==> src/rtl/dram_seq_pkg.sv <==
package dram_seq_pkg;

    typedef enum logic [2:0] {
        S_IDLE = 3'd0,
        S_Q1   = 3'd1,
        S_Q1W  = 3'd2,
        S_Q2   = 3'd3,
        S_Q3   = 3'd4,
        S_Q4   = 3'd5,
        S_Q4W  = 3'd6,
        S_Q5   = 3'd7
    } phase_t;

    typedef struct packed {
        logic ras_ext;
        logic cas_ext;
    } stretch_t;

endpackage

==> src/rtl/dram_stretch_regs.sv <==
module dram_stretch_regs
    import dram_seq_pkg::*;
#(
    parameter int N_AREA = 2,
    localparam int AREA_W = (N_AREA > 1) ? $clog2(N_AREA) : 1
) (
    input  logic              clk,
    input  logic              rst_n,
    input  logic              wr_en,
    input  logic [AREA_W-1:0] wr_sel,
    input  stretch_t          wr_bits,
    input  logic [AREA_W-1:0] rd_sel,
    output stretch_t          rd_bits
);

    stretch_t regs [N_AREA];

    for (genvar g = 0; g < N_AREA; g++) begin : g_area
        always_ff @(posedge clk or negedge rst_n) begin
            if (!rst_n) begin
                regs[g] <= '0;
            end else if (wr_en && (wr_sel == AREA_W'(g))) begin
                regs[g] <= wr_bits;
            end
        end
    end

    assign rd_bits = regs[rd_sel];

endmodule

==> src/rtl/dram_phase_fsm.sv <==
module dram_phase_fsm
    import dram_seq_pkg::*;
(
    input  logic     clk,
    input  logic     rst_n,
    input  logic     start,
    input  stretch_t ext_in,
    output phase_t   state,
    output logic     last_cas
);

    phase_t   nxt;
    stretch_t ext_q;

    always_ff @(posedge clk or negedge rst_n) begin
        if (!rst_n) begin
            state <= S_IDLE;
            ext_q <= '0;
        end else begin
            state <= nxt;
            if (start) begin
                ext_q <= ext_in;
            end
        end
    end

    always_comb begin
        nxt = state;
        unique case (state)
            S_IDLE: nxt = start ? S_Q1 : S_IDLE;
            S_Q1:   nxt = ext_q.ras_ext ? S_Q1W : S_Q2;
            S_Q1W:  nxt = S_Q2;
            S_Q2:   nxt = S_Q3;
            S_Q3:   nxt = S_Q4;
            S_Q4:   nxt = ext_q.cas_ext ? S_Q4W : S_Q5;
            S_Q4W:  nxt = S_Q5;
            S_Q5:   nxt = S_IDLE;
            default: nxt = S_IDLE;
        endcase
    end

    assign last_cas = (state == S_Q4W) || ((state == S_Q4) && !ext_q.cas_ext);

    // the final phase always returns to idle
    assert_q5_to_idle_R2: assert property (@(posedge clk) disable iff (!rst_n)
        (state == S_Q5) |=> (state == S_IDLE));

    // the row wait phase only ever follows Q1
    assert_q1w_after_q1_R4: assert property (@(posedge clk) disable iff (!rst_n)
        (state == S_Q1W) |-> ($past(state) == S_Q1));

    // the column wait phase only ever follows Q4
    assert_q4w_after_q4_R5: assert property (@(posedge clk) disable iff (!rst_n)
        (state == S_Q4W) |-> ($past(state) == S_Q4));

    // a new access starts only out of idle
    assert_start_from_idle_R10: assert property (@(posedge clk) disable iff (!rst_n)
        (state == S_Q1) |-> ($past(state) == S_IDLE));

endmodule

==> src/rtl/dram_pin_drive.sv <==
module dram_pin_drive
    import dram_seq_pkg::*;
#(
    parameter int ROW_W  = 8,
    parameter int COL_W  = 8,
    parameter int DATA_W = 8,
    localparam int ADDR_W = ROW_W + COL_W,
    localparam int MUX_W  = (ROW_W > COL_W) ? ROW_W : COL_W
) (
    input  logic              clk,
    input  logic              rst_n,
    input  phase_t            state,
    input  logic              start,
    input  logic              last_cas,
    input  logic              wr_in,
    input  logic [ADDR_W-1:0] addr_in,
    input  logic [DATA_W-1:0] wdata_in,
    input  logic [DATA_W-1:0] dq_in,
    output logic [MUX_W-1:0]  dram_a,
    output logic              ras_n,
    output logic              cas_n,
    output logic              we_n,
    output logic              rd_n,
    output logic [DATA_W-1:0] dq_out,
    output logic              dq_oe,
    output logic [DATA_W-1:0] rdata,
    output logic              done
);

    logic              wr_q;
    logic [ADDR_W-1:0] addr_q;
    logic [DATA_W-1:0] wdata_q;
    logic [MUX_W-1:0]  row_a;
    logic [MUX_W-1:0]  col_a;
    logic              data_ph;

    always_ff @(posedge clk or negedge rst_n) begin
        if (!rst_n) begin
            wr_q    <= 1'b0;
            addr_q  <= '0;
            wdata_q <= '0;
            rdata   <= '0;
        end else begin
            if (start) begin
                wr_q    <= wr_in;
                addr_q  <= addr_in;
                wdata_q <= wdata_in;
            end
            if (last_cas && !wr_q) begin
                rdata <= dq_in;
            end
        end
    end

    assign row_a = MUX_W'(addr_q[ADDR_W-1:COL_W]);
    assign col_a = MUX_W'(addr_q[COL_W-1:0]);

    always_comb begin
        dram_a  = '0;
        ras_n   = 1'b1;
        cas_n   = 1'b1;
        data_ph = 1'b0;
        done    = 1'b0;
        unique case (state)
            S_IDLE: begin
            end
            S_Q1, S_Q1W: begin
                dram_a = row_a;
            end
            S_Q2: begin
                dram_a = row_a;
                ras_n  = 1'b0;
            end
            S_Q3: begin
                dram_a  = col_a;
                ras_n   = 1'b0;
                data_ph = 1'b1;
            end
            S_Q4, S_Q4W: begin
                dram_a  = col_a;
                ras_n   = 1'b0;
                cas_n   = 1'b0;
                data_ph = 1'b1;
            end
            S_Q5: begin
                dram_a = col_a;
                done   = 1'b1;
            end
            default: begin
            end
        endcase
    end

    assign we_n   = !(data_ph && wr_q);
    assign rd_n   = !(data_ph && !wr_q);
    assign dq_oe  = data_ph && wr_q;
    assign dq_out = dq_oe ? wdata_q : '0;

    // read and write strobes are never active together
    assert_rd_we_excl_R7: assert property (@(posedge clk) disable iff (!rst_n)
        !(!rd_n && !we_n));

    // the data bus is driven only while writing
    assert_oe_write_R7: assert property (@(posedge clk) disable iff (!rst_n)
        dq_oe |-> !we_n);

    // the column strobe is only active while the row strobe is active
    assert_cas_in_ras_R3: assert property (@(posedge clk) disable iff (!rst_n)
        !cas_n |-> !ras_n);

endmodule

==> src/rtl/dram_seq.sv <==
module dram_seq
    import dram_seq_pkg::*;
#(
    parameter int ROW_W  = 8,
    parameter int COL_W  = 8,
    parameter int DATA_W = 8,
    parameter int N_AREA = 2,
    localparam int ADDR_W = ROW_W + COL_W,
    localparam int MUX_W  = (ROW_W > COL_W) ? ROW_W : COL_W,
    localparam int AREA_W = (N_AREA > 1) ? $clog2(N_AREA) : 1
) (
    input  logic              clk,
    input  logic              rst_n,
    input  logic              cfg_wr,
    input  logic [AREA_W-1:0] cfg_sel,
    input  logic              cfg_rasw,
    input  logic              cfg_casw,
    input  logic              req,
    input  logic              wr,
    input  logic [AREA_W-1:0] area,
    input  logic [ADDR_W-1:0] addr,
    input  logic [DATA_W-1:0] wdata,
    input  logic [DATA_W-1:0] dq_in,
    output logic              busy,
    output logic [MUX_W-1:0]  dram_a,
    output logic              ras_n,
    output logic              cas_n,
    output logic              we_n,
    output logic              rd_n,
    output logic [DATA_W-1:0] dq_out,
    output logic              dq_oe,
    output logic [DATA_W-1:0] rdata,
    output logic              done
);

    phase_t   state;
    stretch_t sel_bits;
    stretch_t wr_bits;
    logic     start;
    logic     last_cas;

    assign wr_bits = '{ras_ext: cfg_rasw, cas_ext: cfg_casw};
    assign start   = req && (state == S_IDLE);
    assign busy    = (state != S_IDLE);

    dram_stretch_regs #(.N_AREA(N_AREA)) u_regs (
        .clk     (clk),
        .rst_n   (rst_n),
        .wr_en   (cfg_wr),
        .wr_sel  (cfg_sel),
        .wr_bits (wr_bits),
        .rd_sel  (area),
        .rd_bits (sel_bits)
    );

    dram_phase_fsm u_fsm (
        .clk      (clk),
        .rst_n    (rst_n),
        .start    (start),
        .ext_in   (sel_bits),
        .state    (state),
        .last_cas (last_cas)
    );

    dram_pin_drive #(.ROW_W(ROW_W), .COL_W(COL_W), .DATA_W(DATA_W)) u_pins (
        .clk      (clk),
        .rst_n    (rst_n),
        .state    (state),
        .start    (start),
        .last_cas (last_cas),
        .wr_in    (wr),
        .addr_in  (addr),
        .wdata_in (wdata),
        .dq_in    (dq_in),
        .dram_a   (dram_a),
        .ras_n    (ras_n),
        .cas_n    (cas_n),
        .we_n     (we_n),
        .rd_n     (rd_n),
        .dq_out   (dq_out),
        .dq_oe    (dq_oe),
        .rdata    (rdata),
        .done     (done)
    );

    // the row strobe rises only in the completion cycle
    assert_ras_rise_done_R3: assert property (@(posedge clk) disable iff (!rst_n)
        $rose(ras_n) |-> done);

    // done is a single-cycle pulse followed by idle
    assert_done_then_idle_R2: assert property (@(posedge clk) disable iff (!rst_n)
        done |=> (!done && !busy));

endmodule

==> config.mk <==
export PLATFORM = sky130hd
export DESIGN_NAME = dram_seq
export DESIGN_NICKNAME = d
export VERILOG_FILES = /design/src/rtl/dram_seq_pkg.sv /design/src/rtl/dram_stretch_regs.sv /design/src/rtl/dram_phase_fsm.sv /design/src/rtl/dram_pin_drive.sv /design/src/rtl/dram_seq.sv
export SDC_FILE = /design/constraint.sdc
export NUM_CORES = 1
export LEC_CHECK = 0
export ABC_CLOCK_PERIOD_IN_PS = 4900
export BUFFER_PORTS_ARGS = -buffer_cell sky130_fd_sc_hd__buf_4
export CAP_MARGIN = 10
export CORE_MARGIN = 1.5
export CORE_UTILIZATION = 52
export DETAILED_ROUTE_END_ITERATION = 8
export PLACE_DENSITY = 0.84
export SETUP_SLACK_MARGIN = 0.5
export SLEW_MARGIN = 40
export SYNTH_ARGS = -nofsm -noshare
export SYNTH_HDL_FRONTEND = slang
export SYNTH_SLANG_ARGS = --single-unit
==> constraint.sdc <==
create_clock -name clk -period 4.9 [get_ports clk]
set_input_delay 0.735 -clock clk [delete_from_list [all_inputs] [get_ports clk]]
set_output_delay 0.735 -clock clk [all_outputs]
set_load 0.01 [all_outputs]
Word-level counts from Yosys, hierarchy flattened
Index checks and enable logic that the tools add are counted.
- register bits after elaboration: 42
- bits of input ports: 41
- output and inout port bits: 31
- word-level logic and storage cells: 53
- order comparisons: 1
- eq/ne operators: 7
- mux-type cells: 13
- bitwise gates (word level): 2
- reductions and logical operators: 19
- operators by type and width (cell ; number):
    $pmux 3 s8 ; 1
    $pmux 8 s2 ; 1
    $eq 3x3->1 const B ; 4
    $mux 8 ; 1
    $reduce_or 4->1 ; 2
    $logic_and 1x1->1 ; 7
    $mux 1 ; 7
    $eq 3x2->1 const B ; 2
    $mux 2 ; 3
    $reduce_or 3->1 ; 2
    $logic_not 1->1 ; 4
    $eq 3x1->1 const B ; 1
    $logic_not 3->1 ; 1
    $reduce_bool 3->1 ; 1
    $ge 2x2->1 const B ; 1
    $not 1->2 ; 1
    $reduce_or 2->1 ; 1
    $logic_or 1x1->1 ; 1
    $not 1->1 ; 1

Depth between registers and ports, before layout
- depth after elaboration: 5
- gate-level depth with buffers: 7
- depth with buffers taken out: 5

By module
A second synthesis with hierarchy kept.
- cell total of the unflattened synthesis: 155
- area total of the unflattened synthesis: 2003.2 µm²
- modules (own cells, without submodules) (module ; instances ; cells an instance ; area each (µm²) ; sequential area each (µm²)):
    dram_pin_drive ; 1 ; 118 ; 1536.5 ; 825.8
    dram_phase_fsm ; 1 ; 23 ; 264.0 ; 125.1
    dram_stretch_regs ; 1 ; 12 ; 187.7 ; 100.1
    dram_seq ; 1 ; 2 ; 15.0 ; 0.0

Worst setup path before layout
Ideal clock, no wire load.
- path kind: reg2out
- start: register u_fsm.state[0]
- end: output dram_a[0]
- arrival time: 1527 ps
- data required time: 4165 ps
- slack: 2638 ps
- cell stages (with the launch flop): 6
- path buffers: 0
- path through: dfrtp_1 > inv_1 > ha_1 > or3_4 > o21a_4 > a22o_1
- longest elaborated chain between the ends: 3
- elaborated cells between the ends (all ways): 10
- those cells by class: eq/ne: 7; mux: 1; reduce/logical: 2
- RTL lines (element ; line ; text):
    from (decl) ; dram_phase_fsm.sv:8 ; output phase_t state,
    from (signal assigned) ; dram_phase_fsm.sv:20 ; state <= nxt;
    $eq 3x3->1, or another cell as far along ; dram_pin_drive.sv:64 ; unique case (state)
    $reduce_or 4->1 (no line) or $reduce_or 3->1 (tied branches) ; n/a ;
    $pmux 8 s2 * ; dram_pin_drive.sv:64 ;
    to (decl) ; dram_seq.sv:25 ; output logic [MUX_W-1:0] dram_a,
Mark *: on every way between the ends. The rest lies on a longest branch, timed or not.

Worst setup path after layout
Ends and elaborated chain as after synthesis.

==> results.py <==
metrics = {
    "cts": {
        "cts_setup_buffers": 0,
        "cts_hold_buf": 0,
        "cts_resized": 0,
        "cts_buffers": 5,
        "cts_tree": "built",
        "clk-insertion-delay-late_ns": 0.35,
        "clkTransAtPathRegs_ns": 0.11,
        "cts_sinks": 42,
        "htree_num_levels": 2,
        "root_buffer": "clkbuf_4",
        "cts_buffer_depth": 2,
    },
    "pwr": {
        "power_uw": 1590,
        "irDropWorstVdd_uv": 352,
        "leakagePower_uw": 0.00123,
        "power.density_nw_per_um2": 632,
    },
    "worst_setup_path": {
        "end_kind": "primary output",
        "arrival_ns": 2.11,
        "timing.rr.end": "u_pins.addr_q[3]",
        "cp-start-kind": "register",
        "cp.required_ns": 4.16,
        "cp_max_fo": 8,
        "critPathLaunch": "u_fsm.state[0]",
        "r2r-start": "u_fsm.state[0]",
        "reg2reg_depth": 5,
        "crit_type": "register to primary output",
        "r2r_slack_ns": 2.92,
        "crit_end": "dram_a[0]",
    },
    "worst_hold_path": {
        "hold_class": "input port to async pin",
    },
    "final_layout": {
        "layout_commonest_cell": "buf_4",
        "antenna_cells": 0,
        "final_cell_area_um2": 2510,
        "post-route-util": 0.736,
        "mostFrequentLayoutCells": "72 x buf_4, 42 x dfrtp_1, 37 x mux2_2",
        "syn_to_final_growth_pct": 32.7,
        "fill_cells": 241,
        "nets": 256,
        "layout-drive-gt1-share": 0.605,
    },
    "yosys": {
        "yosysTopAreaCellShare": 0.555,
        "synth-simple-area-share": 0.0925,
        "synth_compound_area_frac": 0.0667,
        "synth_top_family_by_area": "multiplexers",
        "ys_top_cells_by_area": "dfrtp_1 55%, mux2_2 22%, a22o_1 3.7%",
        "yosys.area_share.xor_xnor": 0,
        "yosysTopAreaCell": "dfrtp_1",
        "syn_nets": 182,
        "synth_cells": 137,
        "syn_area_um2": 1890,
        "yosysWarnings": 0,
        "seq_area_frac_synth": 0.555,
        "post_synth_num_cell_types": 25,
        "yosys_register_bits": 42,
        "synthMuxAreaShare": 0.236,
        "synth_fa_ha_area_frac": 0.0264,
        "syn_area_per_cell_um2": 13.8,
    },
    "sta": {
        "final.setup.tns_ns": 0,
        "finalHoldViolations": 0,
        "period_share": 0.580,
        "skew_ns": 0.00376,
        "slew_headroom": 0.641,
        "setup_viol": 0,
        "fmax_ghz": 0.352,
        "final.setup.worst_slack_ns": 2.06,
        "min_period_ns": 2.84,
        "tightest_slew_ns": 0.537,
        "slew_viol_final": 0,
        "rsz0062_at_grt": "no",
    },
    "placement": {
        "dp_hpwl_um": 3050,
        "place_congestion": 0.741,
        "port_buffers": 71,
        "place_area_um2": 2460,
        "dpl_worst_slack_ns": 2.45,
    },
    "global_route": {
        "antenna_found_initial": 0,
        "grt_pass1_wl_um": 6560,
        "grt.overflow.total": 0,
        "grt_pass1_vias": 1444,
        "grt_max_degree": 43,
        "grt.total_usage": 0.216,
    },
    "routing": {
        "dr.pass1.iters": 4,
        "wire_per_inst_um": 15.4,
        "dr.first_iter.drc_count": 50,
        "post-route-drc-count": 0,
        "vias": 1312,
        "vias_per_cell": 5.13,
        "drtAntennaViolNets": 0,
        "drt-total-wl_um": 3940,
    },
    "die": {
        "core_area_um2": 3420,
        "fp.dieH_um": 63.4,
        "ios": 72,
        "start_util": 0.555,
        "fp.dieArea_um2": 4010,
        "rows": 21,
        "die_w_um": 63.4,
    },
    "run_status": {
        "outcome": "finished, final reports clean",
    },
    "run": {
        "drv_cap": 0,
    },
}
==> report_power, final <==
group	switching, uW	total (uW)	internal, uW
registers	104	616	512
clock network	102	167	64.7
logic	339	805	466
==> worst max-delay path: stages (launching register included) <==
cell and delay (ns):
dfrtp_1 0.39, inv_1 0.07, ha_1 0.25, or3_4 0.42, o21a_4 0.24, a22o_1 0.24
buf_4 0.14
==> registers in the layout, summed over array words and instances (netlist names) <==
register        cells
u_pins.addr_q      16
u_pins.wdata_q      8
u_fsm.ext_q         2
u_fsm.state         3
u_pins.rdata        8
u_regs.regs         4
u_pins.wr_q         1
==> how the worst min path moves through the flow <==
stage | from | end | slack [ns] | depth (start not counted)
final | rst_n | u_pins.addr_q[8] | 0.35 | 1
after global routing | rst_n | u_pins.addr_q[8] | 0.37 | 1
after CTS | rst_n | u_pins.addr_q[8] | 0.36 | 1
after floorplan | rst_n | u_fsm.ext_q[0] | 0.44 | 0
after global placement | u_fsm.ext_q[1] | u_fsm.ext_q[1] | 0.47 | 2
after detailed placement | u_fsm.ext_q[1] | u_fsm.ext_q[1] | 0.48 | 2
==> layout make-up <==
type | count | area [um2] | area share
clock buffer | 6 | 51.3 | 0.0204
inverter | 4 | 15.0 | 0.00597
multi-input combinational | 86 | 798 | 0.318
sequential | 42 | 1050 | 0.418
tap | 46 | 57.6 | 0.0229
timing repair buffer | 72 | 541 | 0.215
==> routing by layer <==
layer  vias up  track usage  share of wire
met5         -            0              0
met4         0        0.101          0.021
met3        10       0.0589          0.059
met2        36        0.370           0.53
met1       642        0.252           0.39
li1        624            -              -
==> logic make-up after synthesis <==
| logic type | Yosys count |
|---|---|
| and+or+nand+nor | 26 |
| AOI/OAI and AO/OA | 16 |
| muxes | 40 |
| DFF | 42 |
| adders and majority gates | 4 |
| buffers and inverters | 9 |
==> synth_stat cells <==
cell,count
dfrtp_1,42
mux2_2,37
a22o_1,8
and2_4,8
nand2_1,5
ha_1,4
inv_1,4
o21ai_0,4
buf_2,3
mux2i_1,3
nor2b_1,3
nor2_1,2
nor3_1,2
a21o_1,1
a21oi_1,1
and2_1,1
and3_4,1
buf_6,1
clkbuf_1,1
nand2b_1,1
nand3b_1,1
nor3b_1,1
o21a_4,1
o21ai_2,1
or3_4,1
==> through the flow <==
| step | hold slack (ns) | instances |
|---|---|---|
| detailed placement | 0.485 | 250 |
| finish | 0.347 | 256 |
| CTS | 0.361 | 256 |
| global route | 0.372 | 256 |
| floorplan | 0.439 | 137 |
| global placement | 0.474 | 250 |
Note: power is estimated with default switching activity, not from simulation.
